`config.mk`:
```
export PLATFORM = sky130hd
export DESIGN_NAME = intdiv_unit
export DESIGN_NICKNAME = d
export VERILOG_FILES = /design/src/rtl/intdiv_pkg.sv /design/src/rtl/intdiv_prep.sv /design/src/rtl/intdiv_core.sv /design/src/rtl/intdiv_result.sv /design/src/rtl/intdiv_unit.sv
export SDC_FILE = /design/constraint.sdc
export NUM_CORES = 1
export LEC_CHECK = 0
export BUFFER_PORTS_ARGS = -buffer_cell sky130_fd_sc_hd__buf_4
export CAP_MARGIN = 20
export CORE_ASPECT_RATIO = 1.5
export CORE_MARGIN = 4
export CORE_UTILIZATION = 54
export CTS_CLUSTER_SIZE = 40
export DETAILED_ROUTE_END_ITERATION = 8
export MAX_ROUTING_LAYER = met4
export PLACE_DENSITY = 0.76
export SYNTH_ARGS = -nofsm -noshare
export SYNTH_HDL_FRONTEND = slang
export SYNTH_SLANG_ARGS = --single-unit
```
`constraint.sdc`:
```
create_clock -name clk -period 3.2 [get_ports clk]
set_clock_uncertainty 0.1 [all_clocks]
set_input_delay 0.32 -clock clk [delete_from_list [all_inputs] [get_ports clk]]
set_output_delay 0.32 -clock clk [all_outputs]
set_load 0.02 [all_outputs]
```
`src/rtl/intdiv_pkg.sv`:
```
package intdiv_pkg;

    localparam int DATA_W = 32;
    localparam int HALF_W = 16;
    localparam int EXT_W  = DATA_W - HALF_W;
    localparam int CNT_W  = $clog2(DATA_W);

    typedef enum logic [1:0] {
        OP_SWORD = 2'b00,
        OP_UWORD = 2'b01,
        OP_SHALF = 2'b10,
        OP_UHALF = 2'b11
    } div_op_e;

    typedef enum logic [1:0] {
        CASE_NORMAL  = 2'b00,
        CASE_DIVZERO = 2'b01,
        CASE_SOVF    = 2'b10
    } div_case_e;

    typedef enum logic [1:0] {
        ST_IDLE = 2'b00,
        ST_RUN  = 2'b01,
        ST_DONE = 2'b10
    } div_state_e;

    typedef struct packed {
        div_case_e           kind;
        logic                neg_q;
        logic                neg_r;
        logic                no_rem;
        logic [DATA_W-1:0]   mag_n;
        logic [DATA_W-1:0]   mag_d;
    } div_prep_t;

    typedef struct packed {
        logic [DATA_W-1:0] quo;
        logic [DATA_W-1:0] rem;
        logic              quo_we;
        logic              rem_we;
        logic              z;
        logic              s;
        logic              ov;
        logic              z_we;
        logic              s_we;
        logic              ov_we;
    } div_result_t;

    // Effective divisor: full word, or low half sign/zero extended
    function automatic logic [DATA_W-1:0] eff_divisor(input div_op_e op,
                                                      input logic [DATA_W-1:0] d);
        logic [DATA_W-1:0] e;
        case (op)
            OP_SHALF: e = {{EXT_W{d[HALF_W-1]}}, d[HALF_W-1:0]};
            OP_UHALF: e = {{EXT_W{1'b0}}, d[HALF_W-1:0]};
            default:  e = d;
        endcase
        return e;
    endfunction

    function automatic logic [DATA_W-1:0] magnitude(input logic neg,
                                                    input logic [DATA_W-1:0] v);
        return neg ? (~v + 1'b1) : v;
    endfunction

endpackage

```
`src/rtl/intdiv_prep.sv`:
```
module intdiv_prep
    import intdiv_pkg::*;
(
    input  div_op_e           op,
    input  logic              short_form,
    input  logic [DATA_W-1:0] dividend,
    input  logic [DATA_W-1:0] divisor,
    output div_prep_t         prep
);
    localparam logic [DATA_W-1:0] MOST_NEG = {1'b1, {(DATA_W-1){1'b0}}};

    logic              is_signed;
    logic [DATA_W-1:0] eff_d;
    logic              n_neg;
    logic              d_neg;

    always_comb begin
        is_signed   = ~op[0];
        eff_d       = eff_divisor(op, divisor);
        n_neg       = is_signed & dividend[DATA_W-1];
        d_neg       = is_signed & eff_d[DATA_W-1];

        prep.mag_n  = magnitude(n_neg, dividend);
        prep.mag_d  = magnitude(d_neg, eff_d);
        prep.neg_q  = n_neg ^ d_neg;
        prep.neg_r  = n_neg;
        prep.no_rem = short_form && (op == OP_SHALF);

        if (eff_d == '0)
            prep.kind = CASE_DIVZERO;
        else if (is_signed && dividend == MOST_NEG && eff_d == '1)
            prep.kind = CASE_SOVF;
        else
            prep.kind = CASE_NORMAL;
    end

endmodule

```
`src/rtl/intdiv_core.sv`:
```
module intdiv_core #(
    parameter int WIDTH = 32
) (
    input  logic             clk,
    input  logic             rst,
    input  logic             load,
    input  logic             step,
    input  logic [WIDTH-1:0] num,
    input  logic [WIDTH-1:0] den,
    output logic [WIDTH-1:0] quo,
    output logic [WIDTH-1:0] rem
);
    logic [WIDTH-1:0] acc;
    logic [WIDTH-1:0] q_sh;
    logic [WIDTH-1:0] den_r;
    logic [WIDTH:0]   trial;
    logic [WIDTH:0]   diff;
    logic             fits;

    always_comb begin
        trial = {acc, q_sh[WIDTH-1]};
        diff  = trial - {1'b0, den_r};
        fits  = ~diff[WIDTH];
    end

    always_ff @(posedge clk) begin
        if (rst) begin
            acc   <= '0;
            q_sh  <= '0;
            den_r <= '0;
        end else if (load) begin
            acc   <= '0;
            q_sh  <= num;
            den_r <= den;
        end else if (step) begin
            acc   <= fits ? diff[WIDTH-1:0] : trial[WIDTH-1:0];
            q_sh  <= {q_sh[WIDTH-2:0], fits};
        end
    end

    assign quo = q_sh;
    assign rem = acc;


    rem_bound_chk: assert property (@(posedge clk) disable iff (rst)
        (step && den_r != '0) |=> (acc < den_r));

endmodule

```
`src/rtl/intdiv_result.sv`:
```
module intdiv_result
    import intdiv_pkg::*;
(
    input  logic              valid,
    input  div_case_e         kind,
    input  logic              neg_q,
    input  logic              neg_r,
    input  logic              no_rem,
    input  logic [DATA_W-1:0] q_mag,
    input  logic [DATA_W-1:0] r_mag,
    output div_result_t       res
);
    localparam logic [DATA_W-1:0] MOST_NEG = {1'b1, {(DATA_W-1){1'b0}}};

    logic [DATA_W-1:0] q_signed;
    logic [DATA_W-1:0] r_signed;

    always_comb begin
        q_signed = magnitude(neg_q, q_mag);
        r_signed = magnitude(neg_r, r_mag);
        res      = '0;
        if (valid) begin
            case (kind)
                CASE_DIVZERO: begin
                    res.ov    = 1'b1;
                    res.ov_we = 1'b1;
                end
                CASE_SOVF: begin
                    res.quo    = MOST_NEG;
                    res.rem    = '0;
                    res.quo_we = 1'b1;
                    res.rem_we = ~no_rem;
                    res.z      = 1'b0;
                    res.s      = 1'b1;
                    res.ov     = 1'b1;
                    res.z_we   = 1'b1;
                    res.s_we   = 1'b1;
                    res.ov_we  = 1'b1;
                end
                default: begin
                    res.quo    = q_signed;
                    res.rem    = r_signed;
                    res.quo_we = 1'b1;
                    res.rem_we = ~no_rem;
                    res.z      = (q_signed == '0);
                    res.s      = q_signed[DATA_W-1];
                    res.ov     = 1'b0;
                    res.z_we   = 1'b1;
                    res.s_we   = 1'b1;
                    res.ov_we  = 1'b1;
                end
            endcase
        end
    end

endmodule

```
`src/rtl/intdiv_unit.sv`:
```
module intdiv_unit
    import intdiv_pkg::*;
(
    input  logic              clk,
    input  logic              rst,
    input  logic              start,
    input  logic [1:0]        op,
    input  logic              short_form,
    input  logic [DATA_W-1:0] dividend,
    input  logic [DATA_W-1:0] divisor,
    output logic              busy,
    output logic              done,
    output logic [DATA_W-1:0] quotient,
    output logic [DATA_W-1:0] remainder,
    output logic              quo_we,
    output logic              rem_we,
    output logic              flag_z,
    output logic              flag_s,
    output logic              flag_ov,
    output logic              flag_z_we,
    output logic              flag_s_we,
    output logic              flag_ov_we
);
    localparam logic [CNT_W-1:0]  LAST_STEP = CNT_W'(DATA_W - 1);
    localparam logic [DATA_W-1:0] MOST_NEG  = {1'b1, {(DATA_W-1){1'b0}}};

    div_state_e        state;
    logic [CNT_W-1:0]  cnt;
    div_prep_t         prep;
    div_case_e         kind_r;
    logic              neg_q_r;
    logic              neg_r_r;
    logic              no_rem_r;
    logic              accept;
    logic [DATA_W-1:0] core_q;
    logic [DATA_W-1:0] core_r;
    div_result_t       res;

    assign accept = start && (state == ST_IDLE);

    intdiv_prep u_prep (
        .op         (div_op_e'(op)),
        .short_form (short_form),
        .dividend   (dividend),
        .divisor    (divisor),
        .prep       (prep)
    );

    intdiv_core #(.WIDTH(DATA_W)) u_core (
        .clk  (clk),
        .rst  (rst),
        .load (accept),
        .step (state == ST_RUN),
        .num  (prep.mag_n),
        .den  (prep.mag_d),
        .quo  (core_q),
        .rem  (core_r)
    );

    always_ff @(posedge clk) begin
        if (rst) begin
            state    <= ST_IDLE;
            cnt      <= '0;
            kind_r   <= CASE_NORMAL;
            neg_q_r  <= 1'b0;
            neg_r_r  <= 1'b0;
            no_rem_r <= 1'b0;
        end else begin
            case (state)
                ST_IDLE: begin
                    if (start) begin
                        kind_r   <= prep.kind;
                        neg_q_r  <= prep.neg_q;
                        neg_r_r  <= prep.neg_r;
                        no_rem_r <= prep.no_rem;
                        cnt      <= '0;
                        state    <= (prep.kind == CASE_NORMAL) ? ST_RUN : ST_DONE;
                    end
                end
                ST_RUN: begin
                    cnt <= cnt + 1'b1;
                    if (cnt == LAST_STEP)
                        state <= ST_DONE;
                end
                default: state <= ST_IDLE;
            endcase
        end
    end

    intdiv_result u_result (
        .valid  (state == ST_DONE),
        .kind   (kind_r),
        .neg_q  (neg_q_r),
        .neg_r  (neg_r_r),
        .no_rem (no_rem_r),
        .q_mag  (core_q),
        .r_mag  (core_r),
        .res    (res)
    );

    assign busy       = (state != ST_IDLE);
    assign done       = (state == ST_DONE);
    assign quotient   = res.quo;
    assign remainder  = res.rem;
    assign quo_we     = res.quo_we;
    assign rem_we     = res.rem_we;
    assign flag_z     = res.z;
    assign flag_s     = res.s;
    assign flag_ov    = res.ov;
    assign flag_z_we  = res.z_we;
    assign flag_s_we  = res.s_we;
    assign flag_ov_we = res.ov_we;


    done_pulse_chk: assert property (@(posedge clk) disable iff (rst)
        done |=> !done);


    strobe_in_done_chk: assert property (@(posedge clk) disable iff (rst)
        (quo_we || rem_we || flag_z_we || flag_s_we || flag_ov_we) |-> done);


    divzero_quiet_chk: assert property (@(posedge clk) disable iff (rst)
        (done && flag_ov_we && !flag_s_we) |-> (flag_ov && !quo_we && !rem_we && !flag_z_we));


    sovf_pattern_chk: assert property (@(posedge clk) disable iff (rst)
        (done && flag_ov && flag_s_we) |-> (quotient == MOST_NEG && remainder == '0
                                            && flag_s && !flag_z && quo_we));


    normal_flags_chk: assert property (@(posedge clk) disable iff (rst)
        (done && quo_we && !flag_ov) |-> (flag_z_we && flag_s_we && flag_ov_we
            && flag_z == (quotient == '0) && flag_s == quotient[DATA_W-1]));


    run_undisturbed_chk: assert property (@(posedge clk) disable iff (rst)
        (state == ST_RUN && cnt != LAST_STEP) |=> (state == ST_RUN && cnt == $past(cnt) + 1'b1));


    run_length_chk: assert property (@(posedge clk) disable iff (rst)
        (state == ST_RUN) |=> (state == ST_DONE) == ($past(cnt) == LAST_STEP));

endmodule

```
==> out/qor.txt <==
Syn-to-layout area delta - 34.7%
Int Pwr - 3.53 mW
Failing checks - negative setup slack
Outcome - finished, violations left
Tot Pwr - 5.70 mW
Unique cell type count in the Yosys netlist - 71
Startpoint types - register
Hold depth - 3
Cells after DPL - 1879
Clk pin slew, worst setup/hold paths - 0.08 ns
Setup violators final - 40
Area share of the largest cell type after synthesis - 21.6%
Max_cap viols - 0
Seq/Total Area, Yosys - 21.6%
Period minus WS final - 3.92 ns
Number of diodes - 0
Worst hold start - short_form
WS Path Type - register to output port
Post-Syn Nets - 1538
RSZ-0062 raised after global routing - true
Final Hold Vio Count - 0
Final std cells w/o fill - 1924
Synthesis-stage register bit count - 108
Starting Density - 55.2%
Final Core Density - 74.4%
Yosys top cell by area - dfxtp_1
Worst Path Arrival - 3.50 ns
Register-to-Register Setup Slack - -0.07 ns
Die Span Y - 175 µm
Top cells by area, synth - dfxtp_1, xor2_1, nor2_1
Clock sink count - 108
Clock Latency Late Sink - 0.36 ns
Placed instance area - 12300 µm²
Core Region - 18100 µm²
Grt total ovfl - 0
Async S/R FF share, synth - 0%
Slew headroom - 45.8%
Sw frac - 38.1%
IO Port Bufs - 143
H-tree levels - 3
Wire per inst - 17.3 µm
Final slew viol count - 0
Vias in the first global route - 11100
Die area - 20800 µm²
Num ports - 144
Bufs on Longest Clock Path - 2
Hold endpoint - no_rem_r
Yosys warnings - 0
Iteration-0 DRC Markers - 793
Hold slack - 0.141 ns
Share of cells above drive strength 1 - 27.9%
Worst Max-Slew Pin Slew - 0.813 ns
Post-Place Worst Slack - -0.520 ns
Largest net degree at the start of global routing - 44
Net switching power - 2.17 mW
Final period util - 123%
Vias per cell - 5.87
Worst vdd ir - 0.263 mV
Pwr Density - 423 nW/µm²
Pre-antenna DRT Iters - 6
Max Clock Freq - 0.255 GHz
CP required - 2.78 ns
FP Rows - 60
Critical path fanouts, max - 5
Nets@finish - 1786
Hpwl dp - 25500 µm
Total Routing Usage GR - 31.7%
Root Driver - clkbuf_16
Sequential share of power - 27.1%
Cells on worst reg2reg path - 15
Mapped cell area - 10000 µm²
CTS tree - done
Sum of negative setup slack - -6.14 ns
Gpl congestion - 0.967
Worst setup margin - -0.725 ns
Leakage - 5.63 nW
Worst R2R End - u_core.rem[22]
# DRC - 0
Routed wire length - 33300 µm
CTS buffer count - 9
Combinational power share - 52.1%
First-pass GRT wire length - 53100 µm
Cell count after synthesis - 1424
Worst min path class - input port to register
ANT nets after route - 0
Post-route cell area - 13500 µm²
CP endpoint kind - output port
Routed vias - 11300
Cts hold-fix bufs - 0
Die Wd - 119 µm
Clk pwr share - 20.7%
Primary FF master, synth - dfxtp_1
Reg-to-reg critical path startpoint - u_core.quo[31]
Syn Area/Cell - 7.02 µm²
Post-synth EDFFs - 0
Antenna violations before repair - 0
area by class of cell:
class | count | area (µm²)
multi-input cells | 1145 | 7680
fillers | 1434 | 4630
repair buffers | 347 | 2770
flip-flops and latches | 108 | 2170
well taps | 248 | 310
clock buffers | 11 | 243
inverters | 61 | 229
clock inverters | 4 | 56.3
sequential cells by signal, indices dropped and copies added (netlist names):
signal and cells:
u_core.quo 32, neg_r_r 1, state 2, no_rem_r 1
cnt 5, neg_q_r 1, u_core.rem 32, u_core.den_r 32
kind_r 2
layer usage:
metal | vias up | GRT usage, % | routed length [µm]
li1 | 5550 | - | -
met1 | 5243 | 33.0 | 12100
met2 | 385 | 59.1 | 17800
met3 | 109 | 3.95 | 1910
met4 | 0 | 13.6 | 1480
met5 | - | - | 0
critical path, cell delays in order (launching register included):
cell and delay (ns):
dfxtp_2 0.33, inv_2 0.07, ha_4 0.13, or3b_4 0.39, or3_4 0.41, or3_4 0.39, nor3b_2 0.18, a21oi_1 0.07
a2bb2oi_2 0.19, nor4_4 0.35, nand3_1 0.14, nor4_2 0.28, buf_4 0.20
Yosys cell counts (all sizes together), types with 13 or more instances:
| cell | n |
|---|---|
| a211oi | 32 |
| a21o | 22 |
| a21oi | 132 |
| a22oi | 30 |
| buf | 19 |
| clkbuf | 91 |
| dfxtp | 108 |
| ha | 43 |
| inv | 60 |
| mux2i | 28 |
| nand2 | 132 |
| nand2b | 15 |
| nand3 | 30 |
| nand4 | 16 |
| nor2 | 179 |
| nor3 | 34 |
| nor4 | 20 |
| o21ai | 98 |
| o31ai | 20 |
| o41ai | 16 |
| or2 | 13 |
| or4 | 20 |
| xnor2 | 49 |
| xor2 | 91 |
power by group through the flow:
| stage | sequential, mW | clock (mW) | combinational [mW] |
|---|---|---|---|
| after floorplan | 1.54 | 0 | 1.62 |
| after global placement | 1.56 | 0 | 2.48 |
| after detailed placement | 1.57 | 0 | 2.52 |
| after CTS | 1.54 | 1.19 | 2.77 |
| after global routing | 1.56 | 1.24 | 3.22 |
| final | 1.55 | 1.18 | 2.97 |
worst max path at each step:
stage                               from            end  slack, ns
after global routing      u_core.rem[14]  remainder[31]      -0.80
after global placement     u_core.quo[0]         flag_z      -0.48
after floorplan            u_core.quo[7]         flag_z      -0.19
final                      u_core.quo[1]         flag_z      -0.72
after detailed placement   u_core.quo[0]         flag_z      -0.52
after CTS                 u_core.rem[14]  remainder[31]      -0.71
what timing repair did:
| item | 4_1_cts | 5_1_grt |
|---|---|---|
| setup buffers | 12 | 15 |
| gates cloned | 1 | 0 |
| gates resized for setup | 85 | 41 |
| setup endpoints to repair | 56 | 64 |
| pin swaps | 34 | 34 |
cell usage in the layout, fill, tap and decap left out, types with 12 or more instances in the layout:
cell type,Yosys,final
o31ai_1,18,12
nand2b_1,15,15
nor3_1,34,33
mux2i_1,28,28
a211oi_1,32,28
nand2_1,132,125
a22oi_1,30,30
nor2_1,179,172
a21oi_1,132,127
nor4_1,20,16
buf_6,1,19
xor2_1,91,89
a21o_1,22,22
xnor2_1,49,49
or4_4,4,12
o41ai_1,16,12
inv_1,60,58
nand3_1,30,28
ha_1,43,39
o21ai_0,92,83
buf_4,3,321
nand4_1,16,16
dfxtp_1,108,100
cells by family (layout without fill, tap and decap cells):
kind of cell               after synthesis  in the layout  share of synthesized area, %
buffers and inverters                  171            423                          6.77
AOI/OAI and AO/OA                      415            415                          26.1
DFF                                    108            108                          21.6
xor gates and xnor gates               140            140                          12.3
adders and majority gates               44             44                          5.58
and+or+nand+nor                        513            513                          24.2
muxes                                   33             33                          3.37
No activity file was read; power rests on OpenSTA's default activity.
